## src/rtl/tick_timer_pkg.sv

```systemverilog
package tick_timer_pkg;
  localparam int ADDR_W = 3;
  localparam int DATA_W = 32;

  typedef enum logic [ADDR_W-1:0] {
    REG_CTRL     = 3'd0,
    REG_TICK_BUF = 3'd1,
    REG_INT_BUF  = 3'd2,
    REG_INT_EN   = 3'd3,
    REG_STATUS   = 3'd4,
    REG_WSTAT    = 3'd5,
    REG_TICK_CNT = 3'd6,
    REG_INT_CNT  = 3'd7
  } reg_addr_e;

  // control bit positions
  localparam int CTRL_TSTART   = 0;
  localparam int CTRL_ISTART   = 1;
  localparam int CTRL_INTERVAL = 2;
  localparam int CTRL_W        = 3;

  // write-acknowledge bit positions
  localparam int WS_TICK_BUF = 0;
  localparam int WS_INT_BUF  = 1;
  localparam int WS_CTRL     = 3;
  localparam int WS_W        = 4;

  // load-request flag inside an interrupt-count write
  localparam int LOAD_REQ_BIT = DATA_W - 1;
endpackage

```

## src/rtl/tick_prescaler.sv

```systemverilog
module tick_prescaler #(
  parameter int TICK_W = 32
) (
  input  logic              clk,
  input  logic              rst_n,
  input  logic              run,
  input  logic [TICK_W-1:0] period,
  output logic              tick,
  output logic [TICK_W-1:0] count
);
  localparam logic [TICK_W-1:0] ONE = TICK_W'(1);

  logic wrap;
  assign wrap = (count <= ONE);
  assign tick = run && wrap;

  // While stopped the counter sits at the period, so a start begins a full period.
  always_ff @(posedge clk) begin
    if (!rst_n) begin
      count <= '0;
    end else if (!run) begin
      count <= period;
    end else if (wrap) begin
      count <= period;
    end else begin
      count <= count - ONE;
    end
  end
endmodule

```

## src/rtl/tick_int_counter.sv

```systemverilog
module tick_int_counter #(
  parameter int CNT_W = 31
) (
  input  logic             clk,
  input  logic             rst_n,
  input  logic             run,
  input  logic             tick,
  input  logic             interval,
  input  logic             load,
  input  logic [CNT_W-1:0] load_val,
  output logic [CNT_W-1:0] count,
  output logic [CNT_W-1:0] reload,
  output logic             expire
);
  localparam logic [CNT_W-1:0] ONE = CNT_W'(1);

  logic step;
  assign step   = run && tick && (count != '0) && !load;
  assign expire = step && (count == ONE);

  always_ff @(posedge clk) begin
    if (!rst_n) begin
      count  <= '0;
      reload <= '0;
    end else if (load) begin
      count  <= load_val;
      reload <= load_val;
    end else if (step) begin
      if (count == ONE) begin
        count <= interval ? reload : '0;
      end else begin
        count <= count - ONE;
      end
    end
  end
endmodule

```

## src/rtl/tick_timer_regs.sv

```systemverilog
module tick_timer_regs
  import tick_timer_pkg::*;
#(
  parameter int TICK_W = 32,
  parameter int CNT_W  = 31
) (
  input  logic              clk,
  input  logic              rst_n,
  input  logic              wr_en,
  input  reg_addr_e         wr_addr,
  input  logic [DATA_W-1:0] wr_data,
  input  reg_addr_e         rd_addr,
  output logic [DATA_W-1:0] rd_data,
  input  logic              expire,
  input  logic [TICK_W-1:0] tick_cnt,
  input  logic [CNT_W-1:0]  int_cnt,
  input  logic [CNT_W-1:0]  int_reload,
  output logic              tmr_run,
  output logic              int_run,
  output logic              interval,
  output logic [TICK_W-1:0] tick_buf,
  output logic              load,
  output logic [CNT_W-1:0]  load_val,
  output logic              pending,
  output logic              int_en,
  output logic [WS_W-1:0]   wstat
);
  logic [CTRL_W-1:0] ctrl;
  logic [WS_W-1:0]   ack_set;
  logic [WS_W-1:0]   ack_clr;
  logic              wr_ctrl, wr_tick, wr_int, wr_en_r, wr_stat, wr_ws;

  assign wr_ctrl = wr_en && (wr_addr == REG_CTRL);
  assign wr_tick = wr_en && (wr_addr == REG_TICK_BUF);
  assign wr_int  = wr_en && (wr_addr == REG_INT_BUF);
  assign wr_en_r = wr_en && (wr_addr == REG_INT_EN);
  assign wr_stat = wr_en && (wr_addr == REG_STATUS);
  assign wr_ws   = wr_en && (wr_addr == REG_WSTAT);

  assign tmr_run  = ctrl[CTRL_TSTART];
  assign int_run  = ctrl[CTRL_TSTART] && ctrl[CTRL_ISTART];
  assign interval = ctrl[CTRL_INTERVAL];

  assign load     = wr_int && wr_data[LOAD_REQ_BIT];
  assign load_val = wr_data[CNT_W-1:0];

  always_comb begin
    ack_set              = '0;
    ack_set[WS_TICK_BUF] = wr_tick;
    ack_set[WS_INT_BUF]  = wr_int;
    ack_set[WS_CTRL]     = wr_ctrl;
    ack_clr              = wr_ws ? wr_data[WS_W-1:0] : '0;
  end

  always_ff @(posedge clk) begin
    if (!rst_n) begin
      ctrl     <= '0;
      tick_buf <= '0;
      int_en   <= 1'b0;
      pending  <= 1'b0;
      wstat    <= '0;
    end else begin
      if (wr_ctrl) ctrl     <= wr_data[CTRL_W-1:0];
      if (wr_tick) tick_buf <= wr_data[TICK_W-1:0];
      if (wr_en_r) int_en   <= wr_data[0];
      // expiry wins over a simultaneous clear
      if (expire) begin
        pending <= 1'b1;
      end else if (wr_stat && wr_data[0]) begin
        pending <= 1'b0;
      end
      wstat <= (wstat & ~ack_clr) | ack_set;
    end
  end

  always_comb begin
    unique case (rd_addr)
      REG_CTRL:     rd_data = DATA_W'(ctrl);
      REG_TICK_BUF: rd_data = DATA_W'(tick_buf);
      REG_INT_BUF:  rd_data = DATA_W'(int_reload);
      REG_INT_EN:   rd_data = DATA_W'(int_en);
      REG_STATUS:   rd_data = DATA_W'(pending);
      REG_WSTAT:    rd_data = DATA_W'(wstat);
      REG_TICK_CNT: rd_data = DATA_W'(tick_cnt);
      REG_INT_CNT:  rd_data = DATA_W'(int_cnt);
      default:      rd_data = '0;
    endcase
  end
endmodule

```

## src/rtl/tick_timer.sv

```systemverilog
module tick_timer
  import tick_timer_pkg::*;
#(
  parameter int TICK_W = 32,
  parameter int CNT_W  = 31
) (
  input  logic              clk,
  input  logic              rst_n,
  input  logic              wr_en,
  input  logic [ADDR_W-1:0] wr_addr,
  input  logic [DATA_W-1:0] wr_data,
  input  logic [ADDR_W-1:0] rd_addr,
  output logic [DATA_W-1:0] rd_data,
  output logic              irq
);
  logic              tmr_run, int_run, interval, load, pending, int_en;
  logic              tick, expire;
  logic [TICK_W-1:0] tick_buf, tick_cnt;
  logic [CNT_W-1:0]  load_val, int_cnt, int_reload;
  logic [WS_W-1:0]   wstat;

  tick_timer_regs #(.TICK_W(TICK_W), .CNT_W(CNT_W)) u_regs (
    .clk        (clk),
    .rst_n      (rst_n),
    .wr_en      (wr_en),
    .wr_addr    (reg_addr_e'(wr_addr)),
    .wr_data    (wr_data),
    .rd_addr    (reg_addr_e'(rd_addr)),
    .rd_data    (rd_data),
    .expire     (expire),
    .tick_cnt   (tick_cnt),
    .int_cnt    (int_cnt),
    .int_reload (int_reload),
    .tmr_run    (tmr_run),
    .int_run    (int_run),
    .interval   (interval),
    .tick_buf   (tick_buf),
    .load       (load),
    .load_val   (load_val),
    .pending    (pending),
    .int_en     (int_en),
    .wstat      (wstat)
  );

  tick_prescaler #(.TICK_W(TICK_W)) u_pre (
    .clk    (clk),
    .rst_n  (rst_n),
    .run    (tmr_run),
    .period (tick_buf),
    .tick   (tick),
    .count  (tick_cnt)
  );

  tick_int_counter #(.CNT_W(CNT_W)) u_icnt (
    .clk      (clk),
    .rst_n    (rst_n),
    .run      (int_run),
    .tick     (tick),
    .interval (interval),
    .load     (load),
    .load_val (load_val),
    .count    (int_cnt),
    .reload   (int_reload),
    .expire   (expire)
  );

  assign irq = pending && int_en;
endmodule

```

## config.mk

```make
export PLATFORM = sky130hd
export DESIGN_NAME = tick_timer
export DESIGN_NICKNAME = d
export VERILOG_FILES = /design/src/rtl/tick_timer_pkg.sv /design/src/rtl/tick_prescaler.sv /design/src/rtl/tick_int_counter.sv /design/src/rtl/tick_timer_regs.sv /design/src/rtl/tick_timer.sv
export SDC_FILE = /design/constraint.sdc
export NUM_CORES = 1
export LEC_CHECK = 0
export ABC_AREA = 1
export CAP_MARGIN = 20
export CORE_UTILIZATION = 40
export DETAILED_ROUTE_END_ITERATION = 10
export PLACE_DENSITY_LB_ADDON = 0.12
export SYNTH_ARGS = -nofsm -noshare
export SYNTH_HDL_FRONTEND = slang
export SYNTH_SLANG_ARGS = --single-unit
```

## constraint.sdc

```tcl
create_clock -name clk -period 3.55 [get_ports clk]
set_input_delay 0.8875 -clock clk [delete_from_list [all_inputs] [get_ports clk]]
set_output_delay 0.8875 -clock clk [all_outputs]
set_load 0.02 [all_outputs]
```

==> results.md <==
- The flow ran to the end, and the final reports show no timing, DRC or antenna violations.
- The first global-routing pass estimated around 45000 um of wire.
- In the final routed layout, each cell accounts on average for ~19 um.
- The placeable core region is 0.0195 sq mm.
- Yosys printed 0 warnings.
- The share of synthesized area occupied by flip-flops and latches is 0.338.
- Of all flip-flops after synthesis, the portion carrying an async set or reset was 0.
- The DRC marker count from the first detailed-route iteration is just under 800.
- The hold violation total from the final report was 0.
- Leaving out fill and tap cells, the most frequent cell in the layout is nand2_1.
- The tree is rooted in a clkbuf_16.
- STA classifies the critical path endpoint as an output port.
- The reg-to-reg endpoint is u_icnt.count[7].
- The number of non-filler instances in the completed layout is between 1500 and 2000.
- The worst hold path terminates at u_regs.tick_buf[28].
- The synthesized net count is 1251.
- The worst-case IR drop observed on VDD is ~0.32 mV.
- At the end of routability-driven placement, the weighted congestion stood at about 0.95.
- For this run, the total global-route usage over all layers was measured as 0.296.
- The die area is 0.0206 sq mm.
- The mean instance size in the synthesized netlist is around 6.6 sq um.
- Global routing finished with a remaining overflow of 0.
- The signal on the critical path passes through clkdlybuf4s50_1 > nor3_2 > inv_1 > buf_4 > o211ai_1 > clkdlybuf4s15_1.
- The hold path startpoint is u_regs.tick_buf[28].
- The detail-routed via count per cell is ~5.4.
- The worst setup path is launched from an input port.
- The layout overhead on the synthesized area is 20.9%.
- The internal power summed over all cells is around 3.2 mW.
- The cell at the slowest stage of the critical path is clkdlybuf4s50_1.
- The critical path starts at rd_addr[1].
- Across all register-to-register paths, the minimum setup slack is about 690 ps.
- For this run, the leading register cell type out of synthesis is dfxtp_1.
- The final count of negative-setup-slack endpoints is 0.
- The clock passes through at most 2 buffers.
- The level count of the clock H-tree is 4.
- Once placement completed, the tool counted placed cells totaling roughly 1500.
- TritonCTS built the clock tree.
- The path class of the tightest hold or removal check is reg -> reg.
- The switching power as a share of total power is 0.291.
- In this run the vertical extent of the chip is approximately 140 um.
- After detailed routing, the number of remaining DRC violations is 0.
- The worst-case headroom to the max-slew limit is 0.282.
- The switching power summed over all nets is 1.30 mW.
- For the worst-skew pair, the clock arrives at the later sink with an insertion delay of about 420 ps.
- In this run the tool buffered the top-level ports with 73 buffer cells.
- The via count of the first global-routing pass was just under 8000.
- The longest individual stage delay on the worst path is about 490 ps.
- The number of nets with antenna violations after routing is 0.
- The fraction of post-synthesis cell area in the top cell type by area is 0.338.
- The count of flip-flops with a built-in enable after synthesis is 0.
- The fraction of final layout cells with drive strength greater than 1 is 0.0956.
- The CTS buffer count is 17.
- The critical path in this run is classified as in -> out.
- The shortest clock period the worst path allows after layout is 3450 ps.
- The signal arrival time at the worst endpoint is between 2000 and 3000 ps.
- Along the worst hold path, the cell count comes to 2.
- The fmax is between 200 and 300 MHz.
- The clock slew seen by the registers of the worst setup and hold paths is approximately 60 ps.
- The initial antenna violation count is 0.
- The iteration count of the initial detailed-routing pass is 6.
- On the final layout, the worst clock skew is about 11 ps.
- Entering global routing, the biggest net connects 50 pins.
- After legalization and detailed placement, the total HPWL measured roughly 22000 um.
- Across the run, the number of max-cap violations was 0.
- Measured on the finished design, the core utilization comes to 0.495.
- The measured slew at the worst slew-check pin is 1080 ps.
- Fill cells in the final layout number approximately 2100.
- Counting every sink on the clock net gives approximately 140.
- In this run the horizontal extent of the chip is 143 um.
- In this run the core area contains 51 standard-cell rows.
- The initial standard-cell utilization of the core is 0.410.
- The portion of total power attributed to sequential cells is 0.360.
- Counting flops and latches in the post-synthesis netlist gives between 100 and 150.
- Setup repair after global routing left no endpoint under its margin.
- For this design the ratio of total power to cell area is 463 mW/mm^2.
- The number of top-level pins is between 70 and 80.
- In the synthesized netlist, the number of instances is 1206.
- Sorting the synthesized cells by area gives the leading types as dfxtp_1 (34%), nand2_1 (12%), nor2_1 (8.3%).
- The total via count in the routed design is 8452.
- The number of diodes added for antenna fixing is 0.
- The number of max-slew violations in the final report came to 0.
- The startpoint of the lowest-slack register-to-register path is u_pre.count[0].
- The cell taking the most area after synthesis is dfxtp_1.
- The final-stage net count is roughly 1300.
- The total length of routed wires is 29500 um.
- Summing every instance area after synthesis gives 0.00800 sq mm.
- Of the available clock period, the critical path in the final layout requires 0.971.
- In this run the worst path has a maximum fanout of 12.
- The cell leakage power is 4.29 nW.
- Buffers inserted to repair hold after CTS numbered 0.
- Of the total power, the clock network draws 0.447.
- The share of total power dissipated in combinational logic is 0.193.
- In the layout the commonest cells are nand2_1 (253), nor2_1 (178), dfxtp_1 (135), inv_1 (119), a21oi_1 (94).
- The required time reported for the critical path endpoint is ~2700 ps.
- The length in cells of the worst reg-to-reg path is 11.
- The number of different library cells used by synthesis comes to 43.
## logic make-up (layout without fill, tap and decap cells)
family,after synthesis,count (layout),share of synthesized area
and+or+nand+nor,565,565,0.310
xor gates and xnor gates,36,36,0.0394
AOI/OAI and AO/OA,289,289,0.213
buffers and inverters,177,258,0.0932
adders and majority gates,4,4,0.00625
DFF,135,135,0.338
## state kept, by name (all words and copies together) (netlist names)
signal	flops
u_regs.pending	1
u_regs.wstat	4
u_pre.count	32
u_regs.ctrl	3
u_regs.int_en	1
u_icnt.reload	31
u_icnt.count	31
u_regs.tick_buf	32
## cells in the mapped netlist, types with 3 or more instances
cell      count
a211oi_1      5
a21oi_1      94
a21oi_2       6
a221o_1      12
a221oi_1      3
a22oi_1      16
a31oi_1      10
buf_2        11
buf_4         6
buf_6         6
clkbuf_1     30
dfxtp_1     135
ha_1          4
inv_1       119
inv_2         4
nand2_1     253
nand2_2       9
nand2_4       4
nand3_1      68
nand3_2       3
nand4_1      15
nor2_1      178
nor2_2       12
nor2_4        8
nor3_1        7
o211ai_1     16
o21a_1        4
o21ai_0      81
o21ai_1      19
o21ai_2       3
o21bai_1      4
o22ai_1      15
xnor2_1      13
xor2_1       23
## worst max-delay path, delay by kind of cell
family / cells / cell delay [ps]
buffers and inverters: 4 / 1150
and+or+nand+nor: 1 / 270
AOI/OAI and AO/OA: 1 / 250
## how the worst max path moves through the flow
stage	to	slack, ps	depth (start not counted)
after floorplan	rd_data[10]	630	4
after global placement	rd_data[16]	-210	6
after detailed placement	rd_data[12]	-210	6
after CTS	rd_data[12]	50	6
after global routing	rd_data[18]	3	7
final	rd_data[16]	100	6
## metal layers
| metal | vias to the layer above | wire length, um | part of all wire | GRT usage |
|---|---|---|---|---|
| li1 | 4132 | - | - | - |
| met1 | 3957 | 13800 | 0.47 | 0.426 |
| met2 | 331 | 12900 | 0.44 | 0.449 |
| met3 | 32 | 2300 | 0.078 | 0.0596 |
| met4 | 0 | 452 | 0.015 | 0.0683 |
| met5 | - | 0 | 0 | 0 |
## stage by stage
stage / setup WS (ps) / hold slack (ps) / cell area, sq um / power, mW / TNS [ps]
after floorplan: 629 / 433 / 8000 / 2.22 / 0
after global placement: -214 / 450 / 9030 / 2.49 / -4850
after detailed placement: -210 / 452 / 9030 / 2.49 / -4730
after CTS: 47.0 / 460 / 9660 / 4.48 / 0
after global routing: 2.78 / 496 / 9670 / 4.65 / 0
final: 103 / 472 / 9670 / 4.48 / 0
## cell type report
| cell class | instances | area, sq um | area share |
|---|---|---|---|
| clock buffers | 21 | 470 | 0.0486 |
| clock inverters | 11 | 195 | 0.0202 |
| inverters | 124 | 465 | 0.0481 |
| multi-input cells | 894 | 4580 | 0.473 |
| flip-flops and latches | 135 | 2700 | 0.279 |
| well taps | 265 | 332 | 0.0343 |
| repair buffers | 102 | 931 | 0.0962 |
## repair_timing
action                                  in CTS  in global routing
endpoints found under the hold margin        0                  0
resized for setup                           33                 12
setup buffers                                0                  0
endpoints found under the setup margin      32                 14
## power by group through the flow
stage,Sequential (mW),Clock (mW),Combinational (mW)
3_5_place_dp,1.64,0,0.853
4_1_cts,1.61,2.02,0.857
3_3_place_gp,1.64,0,0.852
2_1_floorplan,1.62,0,0.599
5_1_grt,1.62,2.08,0.952
6_report,1.61,2.00,0.865
Note: power is estimated with default switching activity, not from simulation.
